==> src/rtl/sleep_pkg.sv <==
package sleep_pkg;
    typedef enum logic [2:0] {
        ST_AWAKE  = 3'd0,
        ST_ENTER  = 3'd1,
        ST_ASLEEP = 3'd2,
        ST_EXIT   = 3'd3,
        ST_RECOV  = 3'd4
    } slp_state_e;
endpackage

==> src/rtl/slp_sync.sv <==
module slp_sync #(
    parameter int STAGES = 2
) (
    input  logic clk,
    input  logic rst_n,
    input  logic d_async,
    output logic q
);
    logic [STAGES-1:0] chain_d, chain_q;

    always_comb begin
        chain_d = {chain_q[STAGES-2:0], d_async};
    end

    always_ff @(posedge clk or negedge rst_n) begin
        if (!rst_n) chain_q <= '0;
        else        chain_q <= chain_d;
    end

    assign q = chain_q[STAGES-1];
endmodule

==> src/rtl/slp_fsm.sv <==
module slp_fsm
    import sleep_pkg::*;
#(
    parameter int ENTRY_CYC = 2,
    parameter int EXIT_CYC  = 2,
    parameter int RECOV_CYC = 2
) (
    input  logic       clk,
    input  logic       rst_n,
    input  logic       req_sync,
    output slp_state_e state
);
    localparam int MAXC  = (ENTRY_CYC > EXIT_CYC)
                         ? ((ENTRY_CYC > RECOV_CYC) ? ENTRY_CYC : RECOV_CYC)
                         : ((EXIT_CYC > RECOV_CYC) ? EXIT_CYC : RECOV_CYC);
    localparam int CNT_W = (MAXC < 2) ? 1 : $clog2(MAXC);
    localparam logic [CNT_W-1:0] ENTRY_LD = CNT_W'(ENTRY_CYC - 1);
    localparam logic [CNT_W-1:0] EXIT_LD  = CNT_W'(EXIT_CYC - 1);
    localparam logic [CNT_W-1:0] RECOV_LD = CNT_W'(RECOV_CYC - 1);

    typedef struct packed {
        slp_state_e       st;
        logic [CNT_W-1:0] cnt;
    } fsm_t;

    fsm_t fsm_d, fsm_q;

    always_comb begin
        fsm_d = fsm_q;
        case (fsm_q.st)
            ST_AWAKE: begin
                if (req_sync) begin
                    fsm_d.st  = ST_ENTER;
                    fsm_d.cnt = ENTRY_LD;
                end
            end
            ST_ENTER: begin
                if (fsm_q.cnt == '0) fsm_d.st = ST_ASLEEP;
                else                 fsm_d.cnt = fsm_q.cnt - 1'b1;
            end
            ST_ASLEEP: begin
                if (!req_sync) begin
                    fsm_d.st  = ST_EXIT;
                    fsm_d.cnt = EXIT_LD;
                end
            end
            ST_EXIT: begin
                if (fsm_q.cnt == '0) begin
                    fsm_d.st  = ST_RECOV;
                    fsm_d.cnt = RECOV_LD;
                end else begin
                    fsm_d.cnt = fsm_q.cnt - 1'b1;
                end
            end
            ST_RECOV: begin
                if (fsm_q.cnt == '0) fsm_d.st = ST_AWAKE;
                else                 fsm_d.cnt = fsm_q.cnt - 1'b1;
            end
            default: begin
                fsm_d.st  = ST_AWAKE;
                fsm_d.cnt = '0;
            end
        endcase
    end

    always_ff @(posedge clk or negedge rst_n) begin
        if (!rst_n) begin
            fsm_q.st  <= ST_AWAKE;
            fsm_q.cnt <= '0;
        end else begin
            fsm_q <= fsm_d;
        end
    end

    assign state = fsm_q.st;
endmodule

==> src/rtl/slp_guard.sv <==
module slp_guard
    import sleep_pkg::*;
#(
    parameter int NUM_CE = 3
) (
    input  logic              clk,
    input  logic              rst_n,
    input  slp_state_e        state,
    input  logic              req_sync,
    input  logic [NUM_CE-1:0] chip_en,
    input  logic              strobe_a,
    input  logic              strobe_b,
    output logic [1:0]        flags
);
    typedef struct packed {
        logic early_err;
        logic sel_err;
    } guard_t;

    guard_t g_d, g_q;
    logic   selected;
    logic   waking;

    always_comb begin
        selected = &chip_en;
        waking   = (state == ST_EXIT) || (state == ST_RECOV);
        g_d      = g_q;
        if ((state == ST_AWAKE) && req_sync && selected) g_d.sel_err = 1'b1;
        if (waking && (strobe_a || strobe_b))            g_d.early_err = 1'b1;
    end

    always_ff @(posedge clk or negedge rst_n) begin
        if (!rst_n) g_q <= '0;
        else        g_q <= g_d;
    end

    assign flags = {g_q.early_err, g_q.sel_err};
endmodule

==> src/rtl/sleep_seq.sv <==
module sleep_seq
    import sleep_pkg::*;
#(
    parameter int NUM_CE      = 3,
    parameter int SYNC_STAGES = 2,
    parameter int ENTRY_CYC   = 2,
    parameter int EXIT_CYC    = 2,
    parameter int RECOV_CYC   = 2
) (
    input  logic              clk,
    input  logic              rst_n,
    input  logic              sleep_req,
    input  logic [NUM_CE-1:0] chip_en,
    input  logic              strobe_a,
    input  logic              strobe_b,
    output logic [2:0]        state_o,
    output logic              sleep_active,
    output logic              access_ok,
    output logic [1:0]        violation
);
    logic       req_sync;
    slp_state_e state;

    slp_sync #(.STAGES(SYNC_STAGES)) u_sync (
        .clk     (clk),
        .rst_n   (rst_n),
        .d_async (sleep_req),
        .q       (req_sync)
    );

    slp_fsm #(
        .ENTRY_CYC (ENTRY_CYC),
        .EXIT_CYC  (EXIT_CYC),
        .RECOV_CYC (RECOV_CYC)
    ) u_fsm (
        .clk      (clk),
        .rst_n    (rst_n),
        .req_sync (req_sync),
        .state    (state)
    );

    slp_guard #(.NUM_CE(NUM_CE)) u_guard (
        .clk      (clk),
        .rst_n    (rst_n),
        .state    (state),
        .req_sync (req_sync),
        .chip_en  (chip_en),
        .strobe_a (strobe_a),
        .strobe_b (strobe_b),
        .flags    (violation)
    );

    always_comb begin
        state_o      = state;
        sleep_active = (state == ST_ASLEEP);
        access_ok    = (state == ST_AWAKE) && (&chip_en) && (strobe_a || strobe_b);
    end
endmodule

==> config.mk <==
export PLATFORM = sky130hd
export DESIGN_NAME = sleep_seq
export DESIGN_NICKNAME = d
export VERILOG_FILES = /design/src/rtl/sleep_pkg.sv /design/src/rtl/slp_sync.sv /design/src/rtl/slp_fsm.sv /design/src/rtl/slp_guard.sv /design/src/rtl/sleep_seq.sv
export SDC_FILE = /design/constraint.sdc
export NUM_CORES = 1
export LEC_CHECK = 0
export ABC_AREA = 1
export BUFFER_PORTS_ARGS = -buffer_cell sky130_fd_sc_hd__buf_4
export CORE_AREA = 10 10 47 49
export CTS_CLUSTER_DIAMETER = 80
export DETAILED_ROUTE_END_ITERATION = 16
export DIE_AREA = 0 0 57 59
export HOLD_SLACK_MARGIN = 0.1
export PLACE_DENSITY_LB_ADDON = 0.15
export SLEW_MARGIN = 30
export SYNTH_ARGS = -nofsm -noshare
export SYNTH_HDL_FRONTEND = slang
export SYNTH_SLANG_ARGS = --single-unit
==> constraint.sdc <==
create_clock -name clk -period 1.35 [get_ports clk]
set_clock_uncertainty 0.05 [all_clocks]
set_input_delay 0.0675 -clock clk [delete_from_list [all_inputs] [get_ports clk]]
set_output_delay 0.0675 -clock clk [all_outputs]
set_load 0.05 [all_outputs]
==> results of run 1 <==
[cells in the final DEF, fill, tap and decap left out]
master,count
dfrtp_1,5
dfrtp_2,3
buf_6,2
nor3_1,1
o31ai_1,1
nand2_2,5
nor2_1,4
nand2_1,10
a31o_2,1
buf_4,18
o21ai_1,1
nand3_1,6
clkbuf_4,3
inv_2,1
dlygate4sd3_1,4
inv_1,5
o21bai_1,1
nor2_4,1
nor3_4,1
o21ai_0,1
[kinds of logic (layout without fill, tap and decap cells)]
logic type             after synthesis  count (layout)  synth area share, %
flip-flops                           8               8                 48.3
AO/OA/AOI/OAI                        5               5                 8.16
AND/OR/NAND/NOR                     28              28                 32.6
buffers and inverters                9              33                 10.9
[per-layer routing]
layer | part of all wire (%) | wire length (um) | vias up | track usage (%)
met3 | 4.4 | 44 | 2 | 1.72
met5 | 0 | 0 | - | 0
met1 | 41 | 411 | 192 | 6.30
met4 | 0.90 | 9 | 0 | 5.03
met2 | 53 | 531 | 6 | 10.7
li1 | - | - | 209 | -
[stage by stage]
| stage | power [mW] | area, um2 |
|---|---|---|
| final | 1.47 | 647 |
| after global routing | 1.60 | 647 |
| after CTS | 1.42 | 624 |
| after detailed placement | 1.12 | 528 |
| after global placement | 1.13 | 528 |
| after floorplan | 0.989 | 425 |
[sequential cells by signal, summed over array words and instances (netlist names)]
| name | cells |
|---|---|
| u_fsm.state | 3 |
| u_fsm.fsm_q | 1 |
| u_guard.flags | 2 |
| u_sync.chain_q | 2 |
[area by class of cell]
type / instances / area, um2
repair buffers: 24 / 198
well taps: 16 / 20.0
multi-input cells: 33 / 180
flip-flops and latches: 8 / 204
fillers: 142 / 754
inverters: 6 / 22.5
clock buffers: 3 / 22.5
[worst max-delay path by stage]
stage                              start        end  slack, ps
after floorplan           u_fsm.state[2]  access_ok        100
after global placement    u_fsm.state[2]  access_ok        140
after detailed placement  u_fsm.state[2]  access_ok        140
after CTS                 u_fsm.state[2]  access_ok          9
after global routing      u_fsm.state[0]  access_ok        -20
final                     u_fsm.state[0]  access_ok         40
[cell usage after synthesis (all sizes together)]
cell | n | area, um2
nand2 | 15 | 68.8
dfrtp | 8 | 200
inv | 6 | 22.5
nand3 | 6 | 30.0
nor2 | 5 | 26.3
buf | 3 | 22.5
nor3 | 2 | 10.0
o21ai | 2 | 10.0
a31o | 1 | 8.76
o21bai | 1 | 7.51
o31ai | 1 | 7.51
[worst register-to-register path: stages, from the launching register on]
cell     delay, ps
dfrtp_2        430
buf_4          150
o21ai_0        240
nand2_1        130
nand3_1        100
nand2_1         50
nand2_1         50
[timing repair]
action | in CTS | in global routing
gates resized for setup | 5 | 1
hold endpoints to repair | 10 | 0
hold buffers | 4 | 0
setup endpoints to repair | 2 | 2
pin swaps | 1 | 0
setup buffers | 3 | 3
cloned | 0 | 0
[power by group through the flow]
stage	sequential [mW]	combinational, mW	clock [mW]
2_1_floorplan	0.386	0.602	0
3_3_place_gp	0.412	0.722	0
3_5_place_dp	0.406	0.719	0
4_1_cts	0.397	0.842	0.181
5_1_grt	0.385	1.02	0.190
6_report	0.377	0.927	0.170
==> impl_metrics.yaml, run 1 <==
clocking:
  htree_levels: 1
  cts_made_buffers: 3
  clk_latency_ps: 240
  clockBufferDepth: 2
  root_buffer: "clkbuf_4"
  cts.sinks: 8
  clk_pin_slew_ps: 50
  cts_tree: "done"
detailed_routing:
  routed_wl_um: 996
  vias_per_cell: 4.54
  ant_nets: 0
  remaining_drc_errors: 0
  drt-pass1-iter-count: 3
  routedWlPerCell_um: 11.1
  via_count: 409
  drt_iter0_markers: 3
final_layout:
  stdcell_count: 90
  diodes: 0
  fin_util_pct: 46.2
  final_layout_size_suffix_gt1_share_pct: 47.3
  area_growth_pct: 56.2
  nets: 84
timing:
  setup_viol: 0
  rsz0062_at_grt: "true"
  finalCritPeriodShare_pct: 97.1
  timing.final.ws_setup_ps: 39.5
  period_needed_ps: 1310
  relSlewSlack_pct: 81.5
  slew_violations: 0
  holdWs_ps: 119
  worstMarginPinSlew_ps: 276
  fin_tns_setup_ps: 0
  hold_violations: 0
  timing.fmax_ghz: 0.763
placed_design:
  placed_cells: 77
  hpwl_um: 740
  post-place-ws_ps: 137
  port_buffers: 14
  gp_congestion: 0.711
yosys:
  syn_area_per_cell_um2: 8.28
  synthCells: 50
  synth.distinct_cells: 14
  syn_nets: 58
  syn-cell-area_um2: 414
  ys_seq_area_share_pct: 48.3
  yosys_register_bits: 8
  ys.warnings.count: 0
worst_setup_path:
  worstPathRequired_ps: 1230
  rr_startpoint: "u_fsm.state[1]"
  crit_family: "flip-flops"
  critPathMaxStageDelay_ps: 420
  cp_num_buf_inv: 1
  path_class: "flop to output pin"
  crit_cells: 4
  cp-end-kind: "output pin"
  reg2regPathDepth: 6
  cp_cell_sequence: "nor2_4 -> nand2_2 -> nor3_4 -> buf_6"
  rrSetupSlack_ps: 80
  critPathMaxFanout: 3
  startpoint_type: "flop"
  worstReg2RegEnd: "u_fsm.state[1]"
  slowest_stage: "dfrtp_2"
  cp.arrival_ps: 1190
global_route:
  grt_pass1_wl_um: 1680
  overflow: 0
  grt_max_degree: 9
  antenna_found_initial: 0
  grt_pass1_vias: 411
  track_usage_pct: 6.27
power_and_ir_drop:
  combPwrFrac_pct: 62.9
  power_frac_clock_pct: 11.5
  sw_frac_of_total_pct: 47.4
  p_int_mw: 0.775
  p_sw_mw: 0.698
  p_seq_share_pct: 25.6
  irDropWorstVdd_mv: 0.845
  powerDensity_mw_per_mm2: 2280
  power_leakage_nw: 0.329
floorplan:
  initial_utilization_pct: 29.6
  core-area_mm2: 0.00140
  std_cell_rows: 14
  ios: 15
  die-area_mm2: 0.00336
  die_w_um: 57
  die_y_um: 59
run_status:
  status: "finished clean"
run:
  maxCapViolCount: 0
hold_path:
  hp-class: "input port to async pin"
(Power assumes the default switching activity.)
==> run 2: changes to the inputs <==
CORE_AREA = 2 2 39 41   (was 10 10 47 49)
DIE_AREA = 0 0 41 43   (was 0 0 57 59)
==> run 2 against run 1 <==
First-iteration DRC count fell by 100%. Register-to-register slack worse by 20 ps. Critical path depth unchanged. Wire length down 16%. Sequential share of layout area fell by 1.2 points. Die area down 48%. Via count fell by 2.9%. Maximum frequency down 0.98%. Global-route usage up 4.8 points.
==> impl_metrics.yaml, run 2 (synthesized netlist as in run 1, its figures left out) <==
global_route:
  grt_max_degree: 9
  track_usage_pct: 11.1
  grt_pass1_vias: 343
  overflow: 0
  antenna_found_initial: 0
  grt_pass1_wl_um: 1340
worst_setup_path:
  rr_startpoint: "u_fsm.state[2]"
  startpoint: "u_fsm.state[2]"
  worstPathRequired_ps: 1230
  critPathMaxFanout: 4
  path_class: "flop to output pin"
  startpoint_type: "flop"
  cp-end-kind: "output pin"
  rrSetupSlack_ps: 60
  cp.arrival_ps: 1210
floorplan:
  std_cell_rows: 14
  ios: 15
  core-area_mm2: 0.00138
  die_y_um: 43
  initial_utilization_pct: 29.9
  die-area_mm2: 0.00176
  die_w_um: 41
final_layout:
  final_layout_size_suffix_gt1_share_pct: 52.0
  layout_common_cells: "buf_4, nand2_1, nand3_1, inv_1, dfrtp_1"
  fin_util_pct: 48.6
  diodes: 0
  area_growth_pct: 62.2
  largest_register_ffs: 3
  nets: 85
  layout_commonest_cell: "buf_4"
power_and_ir_drop:
  irDropWorstVdd_mv: 0.879
  powerDensity_mw_per_mm2: 2410
  power_leakage_nw: 0.352
hold_path:
  hp-start: "strobe_a"
  hp-class: "input port to flop"
clocking:
  root_buffer: "clkbuf_4"
  clk_pin_slew_ps: 50
  clockBufferDepth: 2
  cts_made_buffers: 3
  cts.sinks: 8
  cts_tree: "done"
  htree_levels: 1
  clk_latency_ps: 240
timing:
  setup_viol: 0
  worstMarginPinSlew_ps: 242
  finalCritPeriodShare_pct: 98.0
  timing.fmax_ghz: 0.756
  fin_tns_setup_ps: 0
  period_needed_ps: 1320
  hold_violations: 0
  relSlewSlack_pct: 83.8
  rsz0062_at_grt: "true"
  slew_violations: 0
  holdWs_ps: 117
run:
  maxCapViolCount: 0
run_status:
  status: "finished clean"
detailed_routing:
  via_count: 397
  vias_per_cell: 4.36
  routedWlPerCell_um: 9.14
  drt-pass1-iter-count: 1
  remaining_drc_errors: 0
  routed_wl_um: 832
  drt_iter0_markers: 0
  ant_nets: 0
placed_design:
  port_buffers: 14
  gp_congestion: 0.677
  hpwl_um: 598
[run 2: changes by cell type in the layout (fill, tap and decap cells not counted), moves of 2 or more]
| cell | before | now |
|---|---|---|
| nand2_2 | 5 | 3 |
| nand2_4 | 0 | 2 |
| buf_4 | 18 | 20 |
| dlygate4sd3_1 | 4 | 2 |
[run 2: critical path, cell delays in order, from the launching register on]
cell,delay [ps]
dfrtp_2,420
nor2_4,180
nand2_4,80
nor3_4,110
buf_6,180
[run 2: layout make-up]
class / instances / area (um2)
fill: 149 / 712
timing repair buffer: 25 / 208
sequential: 8 / 204
multi-input combinational: 33 / 195
clock buffer: 3 / 22.5
inverter: 6 / 22.5
tap: 16 / 20.0
[run 2: what timing repair did]
action / CTS / global route
hold buffers: 2 / 0
endpoints found under the hold margin: 9 / 0
endpoints found under the setup margin: 2 / 2
gates resized for setup: 5 / 6
pin swaps: 1 / 2
setup buffers: 4 / 5
[run 2: per-layer routing]
layer / track usage (%) / part of all wire (%)
met2: 15.0 / 50
met5: 0 / 0
met1: 15.3 / 48
met3: 1.57 / 2.4
met4: 8.00 / 0
[run 2: path summary, 6_finish.rpt]
| check | to | depth (start not counted) |
|---|---|---|
| hold reg to reg | u_sync.chain_q[1] | 0 |
| setup reg to reg | u_fsm.state[0] | 8 |
| setup / recovery | access_ok | 4 |
| hold / removal | u_guard.flags[1] | 3 |
| min in group asynchronous | u_fsm.state[2] | 2 |
| max in group asynchronous | u_fsm.state[1] | 2 |
[run 2: power breakdown]
part           total [mW]  leakage [nW]  internal (mW)  switching, mW
combinational        1.07         0.251          0.469          0.605
clock               0.168        0.0138          0.101         0.0675
sequential          0.374        0.0869          0.311         0.0630
[run 2: per-stage QoR]
step           total power, mW  cell area [um2]  std cells  setup slack, ps
2_1_floorplan            0.989              425         50              100
3_3_place_gp              1.12              528         77              120
3_5_place_dp              1.12              528         77              129
4_1_cts                   1.43              612         86             6.93
5_1_grt                   1.74              672         91            -25.3
6_report                  1.62              672         91             26.5
